`src/rtl/pkt_rx_pkg.sv`:
```
`timescale 1ns/1ps
package pkt_rx_pkg;

    localparam logic [7:0] SYNC_LO   = 8'hBE;
    localparam logic [7:0] SYNC_HI   = 8'hEF;
    localparam logic [7:0] ACK_CMD   = 8'h06;
    localparam logic [7:0] ACK_SETUP = 8'h1E;

    localparam int MAX_PAY   = 25;
    localparam int PAY_IW    = $clog2(MAX_PAY);
    localparam int LEN_SETUP = 5;
    localparam int LEN_EVENT = 6;
    localparam int LEN_OPER  = 25;
    localparam int OP_WORDS  = 5;
    localparam int OP_WBASE  = 5;

    typedef enum logic [3:0] {
        ST_HUNT, ST_SYNC_HI, ST_TYPE, ST_LEN_LO, ST_LEN_HI,
        ST_CHK_LO, ST_CHK_HI, ST_BODY
    } rx_state_t;

    typedef enum logic [1:0] {PK_NONE, PK_SETUP, PK_EVENT, PK_OPER} pkt_kind_t;

    typedef struct packed {
        logic [15:0] id;
        logic [31:0] param;
    } event_t;

    typedef struct packed {
        logic [7:0]  code;
        logic [15:0] id;
        logic [15:0] avail;
        logic [31:0] target;
        logic [31:0] value;
        logic [31:0] minv;
        logic [31:0] maxv;
        logic [31:0] incr;
    } oper_t;

    function automatic pkt_kind_t kind_of(input logic [7:0] t);
        case (t)
            8'd1:    return PK_SETUP;
            8'd2:    return PK_EVENT;
            8'd3:    return PK_OPER;
            default: return PK_NONE;
        endcase
    endfunction

    function automatic logic [15:0] len_of(input pkt_kind_t k);
        case (k)
            PK_SETUP: return 16'(LEN_SETUP);
            PK_EVENT: return 16'(LEN_EVENT);
            PK_OPER:  return 16'(LEN_OPER);
            default:  return 16'd0;
        endcase
    endfunction

    function automatic logic [15:0] crc_step(input logic [15:0] c,
                                             input logic [7:0]  b,
                                             input logic [15:0] poly);
        logic [15:0] r;
        r = c ^ {b, 8'h00};
        for (int i = 0; i < 8; i++) begin
            r = r[15] ? ((r << 1) ^ poly) : (r << 1);
        end
        return r;
    endfunction

endpackage

```
`src/rtl/pkt_crc_acc.sv`:
```
`timescale 1ns/1ps
module pkt_crc_acc
    import pkt_rx_pkg::*;
#(
    parameter logic [15:0] POLY = 16'h1021,
    parameter logic [15:0] INIT = 16'h0000
) (
    input  logic        clk,
    input  logic        rst,
    input  logic        clear,
    input  logic        feed,
    input  logic [7:0]  din,
    output logic [15:0] crc_nxt
);
    logic [15:0] crc_q;
    logic [15:0] base;

    assign base    = clear ? INIT : crc_q;
    assign crc_nxt = crc_step(base, din, POLY);

    always_ff @(posedge clk) begin
        if (rst)        crc_q <= INIT;
        else if (feed)  crc_q <= crc_nxt;
        else if (clear) crc_q <= INIT;
    end

    AST_CRC_HOLD: assert property (@(posedge clk) disable iff (rst)
        (!feed && !clear) |=> $stable(crc_q));

endmodule

```
`src/rtl/pkt_framer.sv`:
```
`timescale 1ns/1ps
module pkt_framer
    import pkt_rx_pkg::*;
#(
    parameter int IDLE_LIMIT = 104168
) (
    input  logic                       clk,
    input  logic                       rst,
    input  logic                       rx_valid,
    input  logic [7:0]                 rx_byte,
    output logic                       crc_clear,
    output logic                       crc_feed,
    output logic [7:0]                 crc_din,
    input  logic [15:0]                crc_nxt,
    output logic                       done,
    output logic                       good,
    output pkt_kind_t                  kind,
    output logic                       hdr_err,
    output logic [MAX_PAY-1:0][7:0]    pay_q
);
    localparam int IDLE_W = $clog2(IDLE_LIMIT + 1);

    rx_state_t         state;
    logic [IDLE_W-1:0] idle_cnt;
    logic [7:0]        typ;
    logic [7:0]        len_lo;
    logic [15:0]       chk_rx;
    logic [PAY_IW-1:0] pay_idx;
    pkt_kind_t         cur_kind;
    logic              len_ok;
    logic [PAY_IW-1:0] last_idx;
    logic              timeout;

    assign cur_kind = kind_of(typ);
    assign len_ok   = (cur_kind != PK_NONE) && ({rx_byte, len_lo} == len_of(cur_kind));
    assign last_idx = PAY_IW'(len_of(cur_kind) - 16'd1);
    assign timeout  = (state != ST_HUNT) && !rx_valid
                      && (idle_cnt == IDLE_W'(IDLE_LIMIT - 1));

    // Checksum feed: sync restarts it, check bytes enter as zero
    always_comb begin
        crc_clear = 1'b0;
        crc_feed  = 1'b0;
        crc_din   = rx_byte;
        if (rx_valid) begin
            case (state)
                ST_HUNT: begin
                    crc_clear = (rx_byte == SYNC_LO);
                    crc_feed  = (rx_byte == SYNC_LO);
                end
                ST_SYNC_HI: begin
                    crc_clear = (rx_byte == SYNC_LO);
                    crc_feed  = (rx_byte == SYNC_LO) || (rx_byte == SYNC_HI);
                end
                ST_CHK_LO, ST_CHK_HI: begin
                    crc_feed = 1'b1;
                    crc_din  = 8'h00;
                end
                default: crc_feed = 1'b1;
            endcase
        end
    end

    always_ff @(posedge clk) begin
        if (rst) begin
            state    <= ST_HUNT;
            idle_cnt <= '0;
            typ      <= '0;
            len_lo   <= '0;
            chk_rx   <= '0;
            pay_idx  <= '0;
            pay_q    <= '0;
            done     <= 1'b0;
            good     <= 1'b0;
            kind     <= PK_NONE;
            hdr_err  <= 1'b0;
        end else begin
            done    <= 1'b0;
            hdr_err <= 1'b0;
            if (timeout) begin
                state    <= ST_HUNT;
                idle_cnt <= '0;
            end else if (rx_valid) begin
                idle_cnt <= '0;
                case (state)
                    ST_HUNT: begin
                        if (rx_byte == SYNC_LO) state <= ST_SYNC_HI;
                    end
                    ST_SYNC_HI: begin
                        if (rx_byte == SYNC_HI)      state <= ST_TYPE;
                        else if (rx_byte != SYNC_LO) state <= ST_HUNT;
                    end
                    ST_TYPE: begin
                        typ   <= rx_byte;
                        state <= ST_LEN_LO;
                    end
                    ST_LEN_LO: begin
                        len_lo <= rx_byte;
                        state  <= ST_LEN_HI;
                    end
                    ST_LEN_HI: begin
                        if (len_ok) begin
                            state <= ST_CHK_LO;
                        end else begin
                            hdr_err <= 1'b1;
                            state   <= ST_HUNT;
                        end
                    end
                    ST_CHK_LO: begin
                        chk_rx[7:0] <= rx_byte;
                        state       <= ST_CHK_HI;
                    end
                    ST_CHK_HI: begin
                        chk_rx[15:8] <= rx_byte;
                        pay_idx      <= '0;
                        state        <= ST_BODY;
                    end
                    ST_BODY: begin
                        pay_q[pay_idx] <= rx_byte;
                        pay_idx        <= pay_idx + 1'b1;
                        if (pay_idx == last_idx) begin
                            done  <= 1'b1;
                            good  <= (crc_nxt == chk_rx);
                            kind  <= cur_kind;
                            state <= ST_HUNT;
                        end
                    end
                    default: state <= ST_HUNT;
                endcase
            end else if (state != ST_HUNT) begin
                idle_cnt <= idle_cnt + 1'b1;
            end
        end
    end

    AST_HUNT_DISCARD: assert property (@(posedge clk) disable iff (rst)
        (state == ST_HUNT && rx_valid && rx_byte != SYNC_LO) |=> state == ST_HUNT);
    AST_SYNC_RESTART: assert property (@(posedge clk) disable iff (rst)
        (state == ST_SYNC_HI && rx_valid && rx_byte == SYNC_LO) |=> state == ST_SYNC_HI);
    AST_IDLE_BOUND: assert property (@(posedge clk) disable iff (rst)
        idle_cnt < IDLE_W'(IDLE_LIMIT));
    AST_DONE_AFTER_BYTE: assert property (@(posedge clk) disable iff (rst)
        done |-> $past(rx_valid));
    AST_DONE_PULSE: assert property (@(posedge clk) disable iff (rst)
        done |=> !done);
    AST_HDR_ERR_HUNT: assert property (@(posedge clk) disable iff (rst)
        hdr_err |-> state == ST_HUNT);

endmodule

```
`src/rtl/pkt_decode.sv`:
```
`timescale 1ns/1ps
module pkt_decode
    import pkt_rx_pkg::*;
(
    input  logic [MAX_PAY-1:0][7:0] pay,
    output event_t                  evt,
    output oper_t                   op
);
    logic [OP_WORDS-1:0][31:0] words;

    for (genvar g = 0; g < OP_WORDS; g++) begin : g_word
        assign words[g] = {pay[OP_WBASE + 4*g + 3], pay[OP_WBASE + 4*g + 2],
                           pay[OP_WBASE + 4*g + 1], pay[OP_WBASE + 4*g]};
    end

    always_comb begin
        evt.id    = {pay[1], pay[0]};
        evt.param = {pay[5], pay[4], pay[3], pay[2]};
        op.code   = pay[0];
        op.id     = {pay[2], pay[1]};
        op.avail  = {pay[4], pay[3]};
        op.target = words[0];
        op.value  = words[1];
        op.minv   = words[2];
        op.maxv   = words[3];
        op.incr   = words[4];
    end

endmodule

```
`src/rtl/pkt_err_ctr.sv`:
```
`timescale 1ns/1ps
module pkt_err_ctr #(
    parameter int W = 8
) (
    input  logic         clk,
    input  logic         rst,
    input  logic         inc,
    output logic [W-1:0] count
);
    always_ff @(posedge clk) begin
        if (rst)                      count <= '0;
        else if (inc && count != '1)  count <= count + 1'b1;
    end

    AST_ERR_HOLD: assert property (@(posedge clk) disable iff (rst)
        !inc |=> $stable(count));
    AST_ERR_STEP: assert property (@(posedge clk) disable iff (rst)
        (inc && count != '1) |=> count == $past(count) + 1'b1);

endmodule

```
`src/rtl/pkt_cmd_rx.sv`:
```
`timescale 1ns/1ps
module pkt_cmd_rx
    import pkt_rx_pkg::*;
#(
    parameter logic [15:0] CRC_POLY      = 16'h1021,
    parameter logic [15:0] CRC_INIT      = 16'h0000,
    parameter int          CLKS_PER_BYTE = 26042,
    parameter int          TIMEOUT_BYTES = 4,
    parameter int          ERR_W         = 8
) (
    input  logic             clk,
    input  logic             rst,
    input  logic             rx_valid,
    input  logic [7:0]       rx_byte,
    output logic             ack_valid,
    output logic [7:0]       ack_byte,
    output logic             evt_valid,
    output logic [15:0]      evt_id,
    output logic [31:0]      evt_param,
    output logic             op_valid,
    output logic [7:0]       op_code,
    output logic [15:0]      op_id,
    output logic [15:0]      op_avail,
    output logic [31:0]      op_target,
    output logic [31:0]      op_value,
    output logic [31:0]      op_min,
    output logic [31:0]      op_max,
    output logic [31:0]      op_inc,
    output logic [ERR_W-1:0] err_count
);
    localparam int IDLE_LIMIT = CLKS_PER_BYTE * TIMEOUT_BYTES;

    logic                    crc_clear;
    logic                    crc_feed;
    logic [7:0]              crc_din;
    logic [15:0]             crc_nxt;
    logic                    done;
    logic                    good;
    pkt_kind_t               kind;
    logic                    hdr_err;
    logic [MAX_PAY-1:0][7:0] pay_q;
    event_t                  evt;
    oper_t                   op;
    logic                    err_inc;

    pkt_crc_acc #(.POLY(CRC_POLY), .INIT(CRC_INIT)) u_crc (
        .clk(clk), .rst(rst), .clear(crc_clear), .feed(crc_feed),
        .din(crc_din), .crc_nxt(crc_nxt)
    );

    pkt_framer #(.IDLE_LIMIT(IDLE_LIMIT)) u_framer (
        .clk(clk), .rst(rst), .rx_valid(rx_valid), .rx_byte(rx_byte),
        .crc_clear(crc_clear), .crc_feed(crc_feed), .crc_din(crc_din),
        .crc_nxt(crc_nxt), .done(done), .good(good), .kind(kind),
        .hdr_err(hdr_err), .pay_q(pay_q)
    );

    pkt_decode u_decode (.pay(pay_q), .evt(evt), .op(op));

    assign err_inc = hdr_err || (done && !good);

    pkt_err_ctr #(.W(ERR_W)) u_err (
        .clk(clk), .rst(rst), .inc(err_inc), .count(err_count)
    );

    assign ack_valid = done && good;
    assign ack_byte  = (kind == PK_SETUP) ? ACK_SETUP : ACK_CMD;
    assign evt_valid = ack_valid && (kind == PK_EVENT);
    assign op_valid  = ack_valid && (kind == PK_OPER);

    assign evt_id    = evt.id;
    assign evt_param = evt.param;
    assign op_code   = op.code;
    assign op_id     = op.id;
    assign op_avail  = op.avail;
    assign op_target = op.target;
    assign op_value  = op.value;
    assign op_min    = op.minv;
    assign op_max    = op.maxv;
    assign op_inc    = op.incr;

    AST_ONE_RESULT: assert property (@(posedge clk) disable iff (rst)
        !(evt_valid && op_valid));
    AST_CMD_ACK_CODE: assert property (@(posedge clk) disable iff (rst)
        (evt_valid || op_valid) |-> (ack_valid && ack_byte == ACK_CMD));
    AST_NO_ACK_ON_REJECT: assert property (@(posedge clk) disable iff (rst)
        err_inc |-> !ack_valid);

endmodule

```
`config.mk`:
```
export PLATFORM = sky130hd
export DESIGN_NAME = pkt_cmd_rx
export DESIGN_NICKNAME = d
export VERILOG_FILES = /design/src/rtl/pkt_rx_pkg.sv /design/src/rtl/pkt_crc_acc.sv /design/src/rtl/pkt_framer.sv /design/src/rtl/pkt_decode.sv /design/src/rtl/pkt_err_ctr.sv /design/src/rtl/pkt_cmd_rx.sv
export SDC_FILE = /design/constraint.sdc
export NUM_CORES = 1
export LEC_CHECK = 0
export BUFFER_PORTS_ARGS = -buffer_cell sky130_fd_sc_hd__buf_2
export CORE_MARGIN = 1.5
export CORE_UTILIZATION = 30
export DETAILED_ROUTE_END_ITERATION = 8
export PLACE_DENSITY = 0.62
export SLEW_MARGIN = 5
export SYNTH_ARGS = -nofsm -noshare
export SYNTH_HDL_FRONTEND = slang
export SYNTH_SLANG_ARGS = --single-unit
export TNS_END_PERCENT = 50
```
`constraint.sdc`:
```
create_clock -name clk -period 3.05 [get_ports clk]
set_input_delay 0.1525 -clock clk [delete_from_list [all_inputs] [get_ports clk]]
set_output_delay 0.1525 -clock clk [all_outputs]
set_load 0.02 [all_outputs]
```
==> out/qor.yml <==
routing:
  detail-route-antenna-nets: 0
  first_pass_iters: 5
  wl_um: 35800
  viasPerCell: 4.73
  post_drt_wl_per_cell_um: 17.0
  vias: 9982
  drc: 0
  drt_iter0_drc: 545
cells_and_area:
  diodes: 0
  layout_common_cells: "284 x dfxtp_1, 270 x buf_2, 241 x nor2_1"
  synthToLayoutAreaGrowth_pct: 22.0
  nNetsFinal: 1581
  final_common_cell: "dfxtp_1"
  final_cells: 2109
  drive_gt1_frac: 0.238
timing:
  period_needed_ns: 2.96
  skew_ns: 0.0285
  drv_slew: 0
  worst_slew_pin_slew_ns: 1.00
  finalSetupTns_ns: 0
  hold_violations: 0
  relSlewSlack: 0.333
  fmax_mhz: 338
  setup_ws_ns: 0.0909
  setup_violations: 0
  layout_worst_path_cycle_share: 0.970
  rsz0062_at_grt: "false"
die:
  die-area_mm2: 0.0418
  io_pins: 278
  coreArea_mm2: 0.0399
  die-width_um: 205
  start_util: 0.305
  core.rowCount: 73
  die_h_um: 205
synthesis:
  synthDistinctLibCells: 52
  seq_area_frac_synth: 0.470
  synthesis.area_mm2: 0.0122
  synth-seq-cells: 286
  ys_async_sr_fraction: 0
  synthCells: 1360
  yosysWarnings: 0
  synth_edf_count: 0
  syn_area_per_cell_um2: 8.96
  ys.flop_type: "dfxtp_1"
grt:
  grt_usage: 0.168
  grt_pass1_wl_um: 55500
  grt_pass1_vias: 9613
  grt_max_degree: 201
  grt.overflow.total: 0
  antenna_found_initial: 0
power_and_ir_drop:
  powerDensity_mw_per_mm2: 526
  peakVddDrop_v: 0.000400
  p_total_mw: 7.82
  leakagePower_nw: 7.53
placement:
  port_buffers: 271
  place_ws_ns: -0.0231
  place_hpwl_um: 24300
  placed_cells: 2052
  gp_congestion: 0.877
worst_setup_path:
  criticalPathCategory: "reg2reg"
  slowest_delay_ns: 0.52
  crit_chain: "buf_4 > or4_4 > or3_4 > a2111oi_4 > nand2_2 > or4_1 > or4_1 > o21ai_1"
  crit_fanout: 2
  cp.arrival_ns: 3.48
  cp-start-kind: "flip-flop"
  cp_num_cells: 8
  cp-end-kind: "flip-flop"
  critPathRequiredTime_ns: 3.57
  path_common_cell: "or4_1"
  slowest_stage: "or4_4"
  reg2regPathDepth: 8
  crit_family: "simple AND/OR/NAND/NOR gates"
  worst-path-buf-inv: 1
cts:
  clk_latency_ns: 0.58
  cts.clk_slew.worst_paths_ns: 0.07
  clockBufferDepth: 3
  cts_tree: "done"
  cts_root_buf: "clkbuf_16"
  htreeDepth: 1
  cts_buffers: 31
  clock_sinks: 286
hold_path:
  holdPathStages: 3
  hp-class: "in2reg"
job:
  drv_cap: 0
outcome:
  outcome: "finished clean"
==> power by group <==
part / switching, mW / internal [mW] / total [mW]
clock network: 1.55 / 2.23 / 3.78
registers: 0.000413 / 3.74 / 3.74
logic: 0.217 / 0.0802 / 0.297
==> worst register-to-register path, stage by stage, from the launching register on <==
cell	delay (ns)
dfxtp_2	0.33
buf_4	0.13
or4_4	0.52
or3_4	0.35
a2111oi_4	0.43
nand2_2	0.09
or4_1	0.51
or4_1	0.41
o21ai_1	0.13
==> metal layers <==
layer / share of wire / up-vias / global-route usage
met5: 0 / - / 0
met4: 0.025 / 0 / 0.0504
met3: 0.061 / 49 / 0.0304
met2: 0.47 / 304 / 0.277
met1: 0.44 / 4765 / 0.222
li1: - / 4864 / -
==> worst paths after layout <==
path / startpoint / to / slack, ns
setup / recovery: u_framer.typ[7] / u_framer.good / 0.09
hold / removal: rx_byte[0] / u_framer.len_lo[0] / 0.05
setup reg to reg: u_framer.typ[7] / u_framer.good / 0.09
hold reg to reg: u_framer.pay_q[86] / u_framer.pay_q[86] / 0.45
==> metrics by stage <==
step           hold slack (ns)  area, µm²   util
2_1_floorplan            0.406      12200      -
6_report                0.0465      14900  0.372
5_1_grt                 0.0655      14900  0.372
4_1_cts                 0.0203      14800  0.372
3_5_place_dp             0.447      13800  0.345
3_3_place_gp             0.441      13800  0.345
==> layout make-up <==
cell class                      count  area (µm²)
Clock buffer                       44         905
Clock inverter                     12         135
Fill cell                        4065       25100
Inverter                            8        30.0
Multi-Input combinational cell    922        5720
Sequential cell                   286        5730
Tap cell                          525         657
Timing Repair Buffer              312        1690
==> registers in the layout, indices dropped and copies added (netlist names) <==
name               count
u_framer.pay_q       200
u_framer.idle_cnt     17
u_crc.crc_q           16
u_framer.chk_rx       16
u_err.count            8
u_framer.len_lo        8
u_framer.typ           8
u_framer.pay_idx       5
u_framer.state         3
u_framer.kind          2
u_framer.done          1
u_framer.good          1
u_framer.hdr_err       1
==> logic make-up after synthesis <==
kind of cell	after synthesis	share of synthesized area
other	2	0.000616
flip-flops	286	0.470
XOR/XNOR	83	0.0654
adder cells (fa/ha/maj)	9	0.00924
multiplexers	176	0.145
buffers and inverters	156	0.0650
AO/OA/AOI/OAI	126	0.0589
AND/OR/NAND/NOR	522	0.186
==> cells in the mapped netlist, types with 9 or more instances <==
| master | instances | share of area |
|---|---|---|
| a21oi_1 | 82 | 0.034 |
| a31oi_1 | 15 | 0.0077 |
| dfxtp_1 | 286 | 0.47 |
| buf_4 | 55 | 0.034 |
| mux2i_1 | 176 | 0.14 |
| nand3_1 | 48 | 0.020 |
| xor2_1 | 40 | 0.029 |
| xnor2_1 | 38 | 0.027 |
| nor2_1 | 241 | 0.074 |
| clkbuf_1 | 93 | 0.029 |
| nand4_1 | 9 | 0.0046 |
| nand2_1 | 151 | 0.047 |
| ha_1 | 9 | 0.0092 |
| nor3_1 | 14 | 0.0058 |
| o21ai_0 | 10 | 0.0041 |
==> timing repair <==
item,in CTS,in global routing
endpoints found under the setup margin,1,1
hold endpoints to repair,1,0
hold buffers,1,0
resized for setup,1,8
pin swaps,0,7
buffers inserted,0,0
gates cloned,0,0
Power figures use the tool's default switching activity.
